===== src/rtl/acg_pkg.sv =====
package acg_pkg;

    localparam int unsigned ACG_WORD_LEN    = 256;
    localparam int unsigned ACG_BLOCK_WORDS = 192;
    localparam int unsigned ACG_DCLK_BIT    = 1;
    localparam int unsigned ACG_BSYNC_LEN   = 128;

    typedef struct packed {
        logic dclk;
        logic wclk;
        logic bsync;
    } acg_clocks_t;

    // Output bundle for a counter sitting at the start of the block.
    function automatic acg_clocks_t acg_start_clocks();
        acg_clocks_t c;
        c.dclk  = 1'b0;
        c.wclk  = 1'b1;
        c.bsync = 1'b1;
        return c;
    endfunction

endpackage


===== src/rtl/acg_counter.sv =====
module acg_counter #(
    parameter int unsigned WORD_LEN    = 256,
    parameter int unsigned BLOCK_WORDS = 192,
    localparam int unsigned POS_W      = $clog2(WORD_LEN),
    localparam int unsigned IDX_W      = $clog2(BLOCK_WORDS)
) (
    input  logic             clk,
    input  logic             rst,
    input  logic             word_stb,
    input  logic             blk_stb,
    output logic [POS_W-1:0] pos_q,
    output logic [IDX_W-1:0] idx_q,
    output logic [POS_W-1:0] pos_d,
    output logic [IDX_W-1:0] idx_d
);

    localparam logic [POS_W-1:0] POS_LAST = POS_W'(WORD_LEN - 1);
    localparam logic [IDX_W-1:0] IDX_LAST = IDX_W'(BLOCK_WORDS - 1);

    logic [IDX_W-1:0] idx_inc;

    always_comb begin
        idx_inc = (idx_q == IDX_LAST) ? '0 : idx_q + 1'b1;
    end

    always_comb begin
        if (blk_stb) begin
            pos_d = '0;
            idx_d = '0;
        end else if (word_stb || pos_q == POS_LAST) begin
            pos_d = '0;
            idx_d = idx_inc;
        end else begin
            pos_d = pos_q + 1'b1;
            idx_d = idx_q;
        end
    end

    always_ff @(posedge clk) begin
        if (rst) begin
            pos_q <= '0;
            idx_q <= '0;
        end else begin
            pos_q <= pos_d;
            idx_q <= idx_d;
        end
    end

    // block strobe lands the counter on the block start
    a_r5_block_realign: assert property (@(posedge clk) disable iff (rst)
        blk_stb |=> (pos_q == '0 && idx_q == '0));

    // word strobe alone lands on position zero of the following word
    a_r6_word_realign: assert property (@(posedge clk) disable iff (rst)
        (word_stb && !blk_stb && idx_q != IDX_LAST) |=>
            (pos_q == '0 && idx_q == $past(idx_q) + 1'b1));

    // free-running wrap at the end of the block
    a_r8_block_wrap: assert property (@(posedge clk) disable iff (rst)
        (!word_stb && !blk_stb && pos_q == POS_LAST && idx_q == IDX_LAST) |=>
            (pos_q == '0 && idx_q == '0));

    // the word index never leaves its range
    a_r8_idx_range: assert property (@(posedge clk) disable iff (rst)
        idx_q <= IDX_LAST);

endmodule


===== src/rtl/acg_decode.sv =====
module acg_decode
    import acg_pkg::*;
#(
    parameter int unsigned POS_W     = 8,
    parameter int unsigned IDX_W     = 8,
    parameter int unsigned DCLK_BIT  = 1,
    parameter int unsigned BSYNC_LEN = 128
) (
    input  logic             clk,
    input  logic             rst,
    input  logic [POS_W-1:0] pos_d,
    input  logic [IDX_W-1:0] idx_d,
    output acg_clocks_t      clocks_q
);

    localparam int unsigned POS_EXT = 32 - POS_W;

    acg_clocks_t clocks_d;

    always_comb begin
        clocks_d.dclk  = pos_d[DCLK_BIT];
        clocks_d.wclk  = ~pos_d[POS_W-1];
        clocks_d.bsync = (idx_d == '0) &&
                         ({{POS_EXT{1'b0}}, pos_d} < BSYNC_LEN);
    end

    // Registered from the next count so outputs line up with the counter.
    always_ff @(posedge clk) begin
        if (rst) begin
            clocks_q <= acg_start_clocks();
        end else begin
            clocks_q <= clocks_d;
        end
    end

endmodule


===== src/rtl/acg_clock_gen.sv =====
module acg_clock_gen
    import acg_pkg::*;
#(
    parameter int unsigned WORD_LEN    = ACG_WORD_LEN,
    parameter int unsigned BLOCK_WORDS = ACG_BLOCK_WORDS,
    parameter int unsigned DCLK_BIT    = ACG_DCLK_BIT,
    parameter int unsigned BSYNC_LEN   = ACG_BSYNC_LEN
) (
    input  logic clk,
    input  logic rst,
    input  logic word_stb_i,
    input  logic blk_stb_i,
    output logic dclk_o,
    output logic wclk_o,
    output logic bsync_o
);

    localparam int unsigned POS_W = $clog2(WORD_LEN);
    localparam int unsigned IDX_W = $clog2(BLOCK_WORDS);

    logic [POS_W-1:0] pos_q;
    logic [IDX_W-1:0] idx_q;
    logic [POS_W-1:0] pos_d;
    logic [IDX_W-1:0] idx_d;
    acg_clocks_t      clocks;

    acg_counter #(
        .WORD_LEN    (WORD_LEN),
        .BLOCK_WORDS (BLOCK_WORDS)
    ) counter_i (
        .clk      (clk),
        .rst      (rst),
        .word_stb (word_stb_i),
        .blk_stb  (blk_stb_i),
        .pos_q    (pos_q),
        .idx_q    (idx_q),
        .pos_d    (pos_d),
        .idx_d    (idx_d)
    );

    acg_decode #(
        .POS_W     (POS_W),
        .IDX_W     (IDX_W),
        .DCLK_BIT  (DCLK_BIT),
        .BSYNC_LEN (BSYNC_LEN)
    ) decode_i (
        .clk      (clk),
        .rst      (rst),
        .pos_d    (pos_d),
        .idx_d    (idx_d),
        .clocks_q (clocks)
    );

    assign dclk_o  = clocks.dclk;
    assign wclk_o  = clocks.wclk;
    assign bsync_o = clocks.bsync;

    // data clock rises when the count steps from phase 1 to phase 2
    a_r2_dclk_rise: assert property (@(posedge clk) disable iff (rst)
        (!word_stb_i && !blk_stb_i && pos_q[1:0] == 2'b01) |=> $rose(dclk_o));

    // word clock is low only in the second half of a word
    a_r3_wclk_half: assert property (@(posedge clk) disable iff (rst)
        (wclk_o == ~pos_q[POS_W-1]));

    // block sync never appears outside word zero
    a_r4_bsync_word0: assert property (@(posedge clk) disable iff (rst)
        bsync_o |-> (idx_q == '0));

    // block strobe raises block sync on the next cycle
    a_r5_bsync_after_blk: assert property (@(posedge clk) disable iff (rst)
        blk_stb_i |=> (bsync_o && wclk_o && !dclk_o));

endmodule


===== config.mk =====
export PLATFORM = sky130hd
export DESIGN_NAME = acg_clock_gen
export DESIGN_NICKNAME = d
export VERILOG_FILES = /design/src/rtl/acg_pkg.sv /design/src/rtl/acg_counter.sv /design/src/rtl/acg_decode.sv /design/src/rtl/acg_clock_gen.sv
export SDC_FILE = /design/constraint.sdc
export NUM_CORES = 1
export LEC_CHECK = 0
export ABC_CLOCK_PERIOD_IN_PS = 4740
export BUFFER_PORTS_ARGS = -buffer_cell sky130_fd_sc_hd__buf_4
export CAP_MARGIN = 25
export CORE_MARGIN = 2
export CORE_UTILIZATION = 61
export DETAILED_ROUTE_END_ITERATION = 10
export HOLD_SLACK_MARGIN = 0.15
export PLACE_DENSITY = 0.81
export SLEW_MARGIN = 20
export SYNTH_ARGS = -nofsm -noshare
export SYNTH_HDL_FRONTEND = slang
export SYNTH_SLANG_ARGS = --single-unit
export TNS_END_PERCENT = 100

===== constraint.sdc =====
create_clock -name clk -period 4.74 [get_ports clk]
set_input_delay 0.237 -clock clk [delete_from_list [all_inputs] [get_ports clk]]
set_output_delay 0.237 -clock clk [all_outputs]
set_load 0.05 [all_outputs]

==> results <==
- Setup repair after global routing left no endpoint under its margin.
- The number of placement rows is 14.
- The via count of the first global-routing pass came to 780.
- The maximum single-stage delay on the critical path is 0.54 ns.
- The final-layout setup total negative slack is 0 ns.
- For the worst setup path, the data arrival time is about 2.3 ns.
- The signal on the critical path passes through ha_1 -> nand3_1 -> nor4_1 -> nor2b_1 -> o22ai_1 -> and3_1 -> a41o_1.
- Across the run, the number of max-cap violations was 0.
- Global routing finished with a remaining overflow of 0.
- The floorplan step defined a die boundary enclosing between 1500 and 2000 um^2.
- Headroom to the max-slew limit came out at between 60% and 70%.
- In the routed layout, each cell is associated on average with a via count of 5.78.
- The classification of the worst-slack hold path is in -> reg.
- In the post-synthesis netlist, the biggest area contributors are dfxtp_1 (37%), nor2_1 (8.5%), xnor2_1 (6.3%).
- The clock root buffer is clkbuf_4.
- For this design, the slowest cell found on the critical path is dfxtp_1.
- Setup violations remaining at the end of the flow were counted as 0.
- In the routed design, unresolved DRC markers number 0.
- The net count of the finished layout is 135.
- The vertical die dimension is 43.8 um.
- The worst endpoint required time is 4.98 ns.
- TritonCTS built the clock tree.
- Before CTS, the worst setup slack after placement is approximately 2.7 ns.
- The cell count after synthesis is 123.
- Once routing completed, OpenROAD measured the worst setup slack at 2.69 ns.
- The per-instance average area after synthesis is approximately 8 um^2.
- For the pin with the worst max-slew slack, the measured transition is between 0.5 and 0.6 ns.
- The first global-routing pass estimated around 3.0 mm of wire.
- The non-filler instance count after layout is 143.
- Across the VDD grid, the largest voltage drop is ~0.16 mV.
- The global placer's final weighted congestion is 0.906.
- The hold violation count in the final report is 0.
- The post-route fraction of the period consumed by the critical path is between 40% and 50%.
- For the worst-skew pair, the clock arrives at the later sink with an insertion delay of about 0.29 ns.
- The cell count after placement is 140.
- The max-slew violation count is 0.
- Summing over every cut layer, the via total after detailed routing is just over 800.
- The final clock skew is ~0.0055 ns.
- The biggest area contributor in the post-synthesis netlist is dfxtp_1.
- The number of design-rule violations left by the first detailed-router iteration is 19.
- STA classifies the critical path startpoint as a flop.
- For this block, the routed nets add up to 1.78 mm of wire.
- 0 antenna diodes ended up in the layout.
- The net count after synthesis is approximately 130.
- Buffers inserted to repair hold after CTS numbered 0.
- The pin count of the biggest net entering global routing is 12.
- The final worst hold slack is 0.246 ns.
- Post-CTS timing repair inserted 0 buffers for setup.
- In this run the horizontal extent of the chip is between 40 and 50 um.
- Yosys mapped the design onto 36 distinct sky130hd cell types.
- The power density normalized to cell area is 239 nW/um^2.
- The remaining number of nets flagged by the antenna check after routing is 0.
- Summed over all cells, the static leakage comes to about 0.36 nW.
- The H-tree depth is 1.
- In the final layout, the share of cells above drive strength 1 is about an eighth.
- Clock-pin slew was measured on the worst setup and hold paths at about 0.10 ns.
- Of all nets on the critical path, the largest fanout is 9.
- The worst setup path is of the reg -> reg kind.
- The time the final worst path needs with I/O delays and setup is between 2 and 2.5 ns.
- No sink is reached through more buffers than the 2 on the longest clock path.
- The buffers plus inverters on the worst setup path is 0.
- Summing every instance area after synthesis gives approximately 970 um^2.
- The number of top-level design ports is 7.
- The core region is between 1000 and 1500 um^2.
- In the global route stage, overall resource usage came out at a little over a fifth.
- The average wire per cell in the routed design is 12.4 um.
- The initial antenna violation count was 0.
- Leaving out fill and tap cells, the most frequent cell in the layout is nor2_1.
- Yosys printed 0 warnings.
- Leaving out fill and tap cells, the most frequent cells in the layout are nor2_1 (22), dfxtp_1 (18), nand2_1 (16).
- For this configuration, the core starts out at a cell density of between 60 and 70%.
- Counting every sink on the clock net gives 18.
- The number of gates resized after CTS is 0.
- TritonCTS created 3 clock buffers.
- The flow ran to the end, and the final reports show no timing, DRC or antenna violations.
- The number of port buffers is 6.
- Sequential cells were found to cover about 37% of the synthesized design area.
- The dominant delay contributor by cell family on the critical path is simple AND/OR/NAND/NOR gates.
- The maximum operating frequency is 488 MHz.
- The area fraction of the dominant cell type after synthesis is between 30% and 40%.
- The first detailed-routing pass ran for 4 iterations.
- The area growth from synthesis to layout is 6.33%.
- After legalization and detailed placement, the total HPWL measured 1.35 mm.
- The post-synthesis register bit count is 18.
- STA classifies the critical path endpoint as a flop.
==> synthesized netlist by cell type, drive strengths merged <==
master and n:
and2 1, o221ai 1, a21oi 7, nand3 5, mux2i 1, nor2 22, o31ai 1, and3 5
mux2 2, or3 1, inv 5, nor2b 2, nand4 2, nand2 16, xor2 1, nand3b 1
a211o 1, a221oi 2, nor4 2, a41o 1, and4 1, ha 2, dfxtp 18, buf 5
o21ai 5, or2 1, o22ai 2, nor3 2, a21o 1, xnor2 7
==> kinds of logic after synthesis <==
kind of cell               Yosys count  share of synthesized area (%)
xor gates and xnor gates             8                           7.24
AOI/OAI and AO/OA                   21                           14.7
and+or+nand+nor                     61                           29.8
DFF                                 18                           37.2
adders and majority gates            2                           2.58
buffers and inverters               10                           4.65
muxes                                3                           3.75
==> area by class of cell <==
type,count,area (um^2)
fill,127,459
multi-input combinational,95,563
clock buffer,3,22.5
timing repair buffer,6,45.0
inverter,5,18.8
sequential,18,360
tap,16,20.0
==> path summary, 6_finish.rpt <==
path / endpoint / cells after the start / startpoint / slack, ns
max: decode_i.clocks_q[0]$_SDFF_PP1_ / 7 / counter_i.idx_q[0]$_SDFF_PP0_ / 2.69
min reg2reg: counter_i.pos_q[0]$_SDFF_PP0_ / 1 / counter_i.pos_q[0]$_SDFF_PP0_ / 0.48
min: counter_i.pos_q[1]$_SDFF_PP0_ / 3 / rst / 0.25
max reg2reg: decode_i.clocks_q[0]$_SDFF_PP1_ / 7 / counter_i.idx_q[0]$_SDFF_PP0_ / 2.69
==> per-layer routing <==
| layer | global-route usage [%] | wire, um | vias to the layer above |
|---|---|---|---|
| met5 | 0 | 0 | - |
| met4 | 9.70 | 29 | 0 |
| met3 | 4.17 | 61 | 5 |
| met2 | 35.0 | 830 | 13 |
| met1 | 26.4 | 858 | 375 |
| li1 | - | - | 434 |
==> through the flow <==
step / util, % / instance area, um^2 / power [mW]
after floorplan: - / 968 / 0.171
after global placement: 67.6 / 1010 / 0.175
after detailed placement: 67.6 / 1010 / 0.176
after CTS: 69.2 / 1030 / 0.248
after global routing: 69.2 / 1030 / 0.257
final: 69.2 / 1030 / 0.246
==> flip-flops by register name, indices dropped and copies added (netlist names) <==
name,flops
decode_i.clocks_q,2
counter_i.idx_q,8
counter_i.pos_q,8
==> report_power, final <==
part           internal (mW)  switching [mW]  leakage, nW
registers              0.153         0.00186        0.146
clock network         0.0296          0.0445       0.0138
logic                0.00720          0.0106        0.200
==> worst min-delay path, stage by stage <==
cell	delay, ns
buf_4	0.08
nor2_1	0.04
and3_1	0.14
(Power assumes the default switching activity.)
